## src/rtl/twt_pkg.sv

```systemverilog
package twt_pkg;

  localparam int NCH         = 2;
  localparam int CTL_FIELD_W = 4;
  localparam int CTL_REG     = 4;
  localparam logic [31:0] CTL_LEGAL = 32'h0000_0F0F;

  // one control field per channel, bit 0 at the bottom
  typedef struct packed {
    logic ld_pre;   // restart prescaler, apply enable
    logic en;       // enable value
    logic ld_cnt;   // copy reload into counter
    logic cont;     // continuous reload
  } twt_ctl_t;

  function automatic int ctl_lsb(input int ch);
    return (ch == 0) ? 8 : 0;
  endfunction

  function automatic int rld_reg(input int ch);
    return 2 * ch;
  endfunction

  function automatic int pre_reg(input int ch);
    return 2 * ch + 1;
  endfunction

endpackage

```

## src/rtl/twt_rst_sync.sv

```systemverilog
module twt_rst_sync #(
  parameter int STAGES = 2
) (
  input  logic clk,
  input  logic rst_n,
  output logic rst_n_sync
);
  logic [STAGES-1:0] sync_q;
  logic [STAGES-1:0] sync_d;

  always_comb begin
    sync_d = {sync_q[STAGES-2:0], 1'b1};
  end

  always_ff @(posedge clk or negedge rst_n) begin
    if (!rst_n) sync_q <= '0;
    else        sync_q <= sync_d;
  end

  assign rst_n_sync = sync_q[STAGES-1];
endmodule

```

## src/rtl/twt_ctrl_decode.sv

```systemverilog
module twt_ctrl_decode
  import twt_pkg::*;
#(
  parameter int ADDR_W = 3,
  parameter int DATA_W = 32
) (
  input  logic                  wr_en,
  input  logic [ADDR_W-1:0]     wr_addr,
  input  logic [DATA_W-1:0]     wr_data,
  output logic                  accept,
  output logic                  reject,
  output twt_ctl_t [NCH-1:0]    ctl
);
  localparam logic [DATA_W-1:0] LEGAL = DATA_W'(CTL_LEGAL);

  logic hit;
  logic bad;

  always_comb begin
    hit    = wr_en && (wr_addr == ADDR_W'(CTL_REG));
    bad    = |(wr_data & ~LEGAL);
    accept = hit && !bad;
    reject = hit && bad;
  end

  for (genvar ch = 0; ch < NCH; ch++) begin : g_field
    localparam int LSB = ctl_lsb(ch);
    assign ctl[ch] = twt_ctl_t'(wr_data[LSB +: CTL_FIELD_W]);
  end
endmodule

```

## src/rtl/twt_prescaler.sv

```systemverilog
module twt_prescaler #(
  parameter int PRE_W = 8
) (
  input  logic             clk,
  input  logic             rst_n,
  input  logic             wr_val,
  input  logic [PRE_W-1:0] val_in,
  input  logic             restart,
  input  logic             active,
  output logic             tick,
  output logic [PRE_W-1:0] rem_o
);
  logic [PRE_W-1:0] val_q, val_d;
  logic [PRE_W-1:0] rem_q, rem_d;
  logic             val_en, rem_en;

  always_comb begin
    val_en = wr_val;
    val_d  = val_in;
    rem_en = restart || active;
    rem_d  = rem_q;
    tick   = 1'b0;
    if (restart) begin
      rem_d = val_q;
    end else if (active) begin
      if (rem_q == '0) begin
        rem_d = val_q;
        tick  = 1'b1;
      end else begin
        rem_d = rem_q - 1'b1;
      end
    end
  end

  always_ff @(posedge clk or negedge rst_n) begin
    if (!rst_n) begin
      val_q <= '0;
      rem_q <= '0;
    end else begin
      if (val_en) val_q <= val_d;
      if (rem_en) rem_q <= rem_d;
    end
  end

  assign rem_o = rem_q;
endmodule

```

## src/rtl/twt_channel.sv

```systemverilog
module twt_channel
  import twt_pkg::*;
#(
  parameter int DATA_W = 32,
  parameter int PRE_W  = 8
) (
  input  logic              clk,
  input  logic              rst_n,
  input  logic              wr_rld,
  input  logic              wr_pre,
  input  logic [DATA_W-1:0] wr_data,
  input  logic              ctl_valid,
  input  twt_ctl_t          ctl,
  output logic [DATA_W-1:0] cnt_o,
  output logic [DATA_W-1:0] pre_o,
  output logic              run_o,
  output logic              cont_o,
  output logic              irq_o
);
  logic [DATA_W-1:0] cnt_q, cnt_d, rld_q, rld_d;
  logic              run_q, run_d, cont_q, cont_d, irq_q, irq_d;
  logic              cnt_en, rld_en, run_en, cont_en;
  logic              tick;
  logic [PRE_W-1:0]  rem;
  logic              restart;

  assign restart = ctl_valid && ctl.ld_pre;

  twt_prescaler #(.PRE_W(PRE_W)) u_pre (
    .clk     (clk),
    .rst_n   (rst_n),
    .wr_val  (wr_pre),
    .val_in  (wr_data[PRE_W-1:0]),
    .restart (restart),
    .active  (run_q),
    .tick    (tick),
    .rem_o   (rem)
  );

  always_comb begin
    cnt_d  = cnt_q;
    run_d  = run_q;
    cont_d = cont_q;
    irq_d  = 1'b0;
    rld_d  = wr_data;
    rld_en = wr_rld;
    if (tick) begin
      if (cnt_q == '0) begin
        irq_d = 1'b1;
        if (cont_q) cnt_d = rld_q;
        else        run_d = 1'b0;
      end else begin
        cnt_d = cnt_q - 1'b1;
      end
    end
    if (ctl_valid) begin
      cont_d = ctl.cont;
      if (ctl.ld_cnt) cnt_d = rld_q;
      if (ctl.ld_pre) run_d = ctl.en;
    end
    cnt_en  = tick || (ctl_valid && ctl.ld_cnt);
    run_en  = tick || restart;
    cont_en = ctl_valid;
  end

  always_ff @(posedge clk or negedge rst_n) begin
    if (!rst_n) begin
      cnt_q  <= '1;
      rld_q  <= '1;
      run_q  <= 1'b0;
      cont_q <= 1'b0;
      irq_q  <= 1'b0;
    end else begin
      if (cnt_en)  cnt_q  <= cnt_d;
      if (rld_en)  rld_q  <= rld_d;
      if (run_en)  run_q  <= run_d;
      if (cont_en) cont_q <= cont_d;
      irq_q <= irq_d;
    end
  end

  assign cnt_o  = cnt_q;
  assign pre_o  = {{(DATA_W-PRE_W){1'b0}}, rem};
  assign run_o  = run_q;
  assign cont_o = cont_q;
  assign irq_o  = irq_q;
endmodule

```

## src/rtl/twin_reload_timer.sv

```systemverilog
module twin_reload_timer
  import twt_pkg::*;
#(
  parameter int ADDR_W    = 3,
  parameter int DATA_W    = 32,
  parameter int RTC_PRE_W = 8,
  parameter int GPT_PRE_W = 16
) (
  input  logic              clk,
  input  logic              rst_n,
  input  logic              wr_en,
  input  logic [ADDR_W-1:0] wr_addr,
  input  logic [DATA_W-1:0] wr_data,
  input  logic [ADDR_W-1:0] rd_addr,
  output logic [DATA_W-1:0] rd_data,
  output logic [NCH-1:0]    irq_o,
  output logic              ctrl_err_o
);
  logic                           rst_n_sync;
  logic                           ctl_accept, ctl_reject;
  twt_ctl_t [NCH-1:0]             ctl;
  logic [NCH-1:0][DATA_W-1:0]     ch_cnt, ch_pre;
  logic [NCH-1:0]                 ch_run, ch_cont, ch_irq;
  logic                           err_q, err_d;

  twt_rst_sync #(.STAGES(2)) u_rst (
    .clk        (clk),
    .rst_n      (rst_n),
    .rst_n_sync (rst_n_sync)
  );

  twt_ctrl_decode #(.ADDR_W(ADDR_W), .DATA_W(DATA_W)) u_dec (
    .wr_en   (wr_en),
    .wr_addr (wr_addr),
    .wr_data (wr_data),
    .accept  (ctl_accept),
    .reject  (ctl_reject),
    .ctl     (ctl)
  );

  for (genvar ch = 0; ch < NCH; ch++) begin : g_ch
    localparam int PW = (ch == 0) ? RTC_PRE_W : GPT_PRE_W;
    logic wr_rld, wr_pre;
    assign wr_rld = wr_en && (wr_addr == ADDR_W'(rld_reg(ch)));
    assign wr_pre = wr_en && (wr_addr == ADDR_W'(pre_reg(ch)));

    twt_channel #(.DATA_W(DATA_W), .PRE_W(PW)) u_chan (
      .clk       (clk),
      .rst_n     (rst_n_sync),
      .wr_rld    (wr_rld),
      .wr_pre    (wr_pre),
      .wr_data   (wr_data),
      .ctl_valid (ctl_accept),
      .ctl       (ctl[ch]),
      .cnt_o     (ch_cnt[ch]),
      .pre_o     (ch_pre[ch]),
      .run_o     (ch_run[ch]),
      .cont_o    (ch_cont[ch]),
      .irq_o     (ch_irq[ch])
    );
  end

  always_comb begin
    rd_data = '0;
    for (int c = 0; c < NCH; c++) begin
      if (rd_addr == ADDR_W'(rld_reg(c))) rd_data = ch_cnt[c];
      if (rd_addr == ADDR_W'(pre_reg(c))) rd_data = ch_pre[c];
    end
  end

  assign err_d = ctl_reject;

  always_ff @(posedge clk or negedge rst_n_sync) begin
    if (!rst_n_sync) err_q <= 1'b0;
    else             err_q <= err_d;
  end

  assign irq_o      = ch_irq;
  assign ctrl_err_o = err_q;
endmodule

```

## config.mk

```make
export PLATFORM = sky130hd
export DESIGN_NAME = twin_reload_timer
export DESIGN_NICKNAME = d
export VERILOG_FILES = /design/src/rtl/twt_pkg.sv /design/src/rtl/twt_rst_sync.sv /design/src/rtl/twt_ctrl_decode.sv /design/src/rtl/twt_prescaler.sv /design/src/rtl/twt_channel.sv /design/src/rtl/twin_reload_timer.sv
export SDC_FILE = /design/constraint.sdc
export NUM_CORES = 1
export LEC_CHECK = 0
export BUFFER_PORTS_ARGS = -buffer_cell sky130_fd_sc_hd__buf_4
export CORE_AREA = 2 2 171 173
export DETAILED_ROUTE_END_ITERATION = 8
export DIE_AREA = 0 0 173 175
export SETUP_SLACK_MARGIN = 0.4
export SLEW_MARGIN = 30
export SYNTH_ARGS = -nofsm -noshare
export SYNTH_HDL_FRONTEND = slang
export SYNTH_SLANG_ARGS = --single-unit
```

## constraint.sdc

```tcl
create_clock -name clk -period 6.3 [get_ports clk]
set_input_delay 0.63 -clock clk [delete_from_list [all_inputs] [get_ports clk]]
set_output_delay 0.63 -clock clk [all_outputs]
set_load 0.02 [all_outputs]
```

==> qor.yml <==
status: "complete, no violations"
drive_above_1_share_pct: 33.08
dr.pass1.iters: 6
synthTopCellsByCount: "dfstp_2, mux2_2, nor2_1, o21ai_0, nand2_1"
required_ns: 6.65
initial_core_util_pct: 39.45
setup_violations: 0
ant_nets: 0
drt_iter0_drc: 960
num_vias: 9798
core_region_area_sq_um: 28390
p_sw_share_pct: 31.55
synth_warnings: 0
routedWlPerCell_microns: 23.54
p_int_mw: 2.241
synth-async-reset-ratio_pct: 100.0
synth_edf_count: 0
cp.arrival_ns: 3.68
cts_tree: "yes"
finClkSkew_ns: 0.01556
tns_ns: 0
std_cell_rows: 62
power.switching_mw: 1.033
antenna_found_initial: 1
cts_buffer_depth: 2
io_pins: 76
yosysMostFrequentCell: "dfstp_2"
worstMarginPinSlew_ns: 0.9071
rsz0062_at_grt: "no"
die_w_microns: 173
slew_violations: 0
vdd_drop_max_mv: 0.1921
hold_class: "flop to flop"
power_density_nw_per_um2: 258.6
h-tree-depth: 4
synth_top_area_share_pct: 30.03
die_h_microns: 175
critPathLaunchType: "flop"
cts_buffers: 17
clk_latency_ns: 0.44
fmax_mhz: 299.9
placed_area_sq_um: 12080
cts_root_buffer: "clkbuf_16"
synth_top_area_cell: "dfstp_2"
viasPerCell: 6.162
layout-area-overhead-vs-synth_pct: 13.06
pwr-share-clk_pct: 32.2
clk_pin_slew_ns: 0.07
drv_cap: 0
grt_max_degree: 132
synth_area_leaders: "dfstp_2, dfrtp_1, mux2_2"
drc: 0
grt_pass1_wl_microns: 57280
synth.net_count: 1199
grt.total_usage_pct: 24.58
pwr-share-comb_pct: 17.1
synth-seq-cells: 185
dp_hpwl_microns: 26780
period_needed_ns: 3.335
totalWireLength_microns: 37430
period_share_pct: 52.94
leakage_nw: 4.834
cp-end-kind: "flop"
grt_overflow: 0
cp_max_fo: 17
maxSlewHeadroom_pct: 39.46
dieArea_sq_um: 30280
grt_pass1_vias: 9265
io_buffers: 75
cts_setup_buffers: 0
final_net_count: 1240
yosysSeqAreaShare_pct: 42.76
syn_area_sq_um: 11200
syn_inst: 1152
ys_dominant_reg_cell: "dfstp_2"
pwr-share-seq_pct: 50.7
ys_types: 93
whs_ns: 0.3534
gp_routability_congestion: 0.8943
hold_viol_final: 0
final_cell_area_sq_um: 12660
synth_area_per_cell_sq_um: 9.723
path_class: "flop to flop"
clock-sinks: 185
cts_resized: 0
antenna_cells: 0
total_power_mw: 3.275
[worst paths after layout]
kind	slack, ns	depth (start not counted)	start	to
min	0.35	0	u_rst.sync_q[0]$_DFF_PN0_	u_rst.sync_q[1]$_DFF_PN0_
max reg2reg	2.97	6	g_ch[1].u_chan.cnt_o[23]$_DFFE_PN1P_	g_ch[1].u_chan.cnt_o[28]$_DFFE_PN1P_
max	2.97	6	g_ch[1].u_chan.cnt_o[23]$_DFFE_PN1P_	g_ch[1].u_chan.cnt_o[28]$_DFFE_PN1P_
min reg2reg	0.35	0	u_rst.sync_q[0]$_DFF_PN0_	u_rst.sync_q[1]$_DFF_PN0_
min in group asynchronous	0.40	0	u_rst.sync_q[1]$_DFF_PN0_	g_ch[1].u_chan.irq_o$_DFF_PN0_
max in group asynchronous	4.77	1	u_rst.sync_q[1]$_DFF_PN0_	g_ch[0].u_chan.u_pre.val_q[2]$_DFFE_PN0P_
[cell families (layout without fill, tap and decap cells)]
family / count (synthesis) / in the layout / synth area share, %
xor gates and xnor gates: 2 / 2 / 0.1564
other: 1 / 1 / 0.03348
DFF: 185 / 185 / 42.76
muxes: 123 / 123 / 12.97
adders and majority gates: 6 / 6 / 0.6702
buffers and inverters: 95 / 149 / 3.876
AOI/OAI and AO/OA: 336 / 336 / 19.75
and+or+nand+nor: 404 / 404 / 19.78
[timing repair]
| action | in CTS | in global routing |
|---|---|---|
| hold endpoints to repair | 2 | 0 |
| hold buffers | 1 | 0 |
| endpoints found under the setup margin | 0 | 0 |
[routing by layer]
metal	wire length [microns]	vias up	global-route usage, %
li1	-	4455	-
met1	16490	4852	33.79
met2	17260	406	38.60
met3	2278	85	3.721
met4	1401	0	10.56
met5	0	-	0
[stage by stage]
| step | setup WS (ns) | cells | util, % |
|---|---|---|---|
| finish | 2.965 | 1590 | 44.60 |
| global route | 2.775 | 1590 | 44.60 |
| CTS | 3.026 | 1590 | 44.58 |
| detailed placement | 2.570 | 1557 | 42.56 |
| global placement | 2.188 | 1556 | 42.51 |
| floorplan | 0.9869 | 1152 | - |
[state kept, by name (all words and copies together), names as in the netlist]
register	count
g_ch.u_chan.u_pre.val_q	24
g_ch.u_chan.u_pre.rem_o	24
g_ch.u_chan.rld_q	64
ctrl_err_o	1
g_ch.u_chan.irq_o	2
g_ch.u_chan.run_o	2
u_rst.sync_q	2
g_ch.u_chan.cnt_o	64
g_ch.u_chan.cont_o	2
[cell type report]
cell class              count  area (sq um)
repair buffers             92         705.7
flip-flops and latches    185          4793
inverters                  25         93.84
clock inverters            13         130.1
multi-input cells         872          6027
well taps                 384         480.5
clock buffers              19         432.9
fillers                  2744         15730
[power groups by stage]
stage	logic [mW]	clock network [mW]	registers, mW
2_1_floorplan	0.410	0	1.58
3_3_place_gp	0.547	0	1.67
3_5_place_dp	0.555	0	1.67
4_1_cts	0.557	1.07	1.65
5_1_grt	0.615	1.12	1.68
6_report	0.560	1.05	1.66
[layout by cell type (no fill, tap or decap), drive strengths merged, types with 13 or more instances in the layout]
cell type	n
nand2	80
nand4	16
a21oi	67
o21ai	112
or4	13
mux2	94
nor4	32
nand3	31
mux2i	21
nor3	53
or3	16
buf	91
dfstp	128
a22oi	31
o211ai	13
inv	31
nor2	95
a31oi	13
nor2b	13
clkbuf	19
dfrtp	57
[critical path, stage by stage (launching register included)]
cell	delay, ns
dfstp_2	0.40
nor4_1	0.70
nand4_1	0.37
nor2_2	0.81
nand2_1	0.54
o211ai_1	0.31
o21ai_0	0.11
Note: power is estimated with default switching activity, not from simulation.
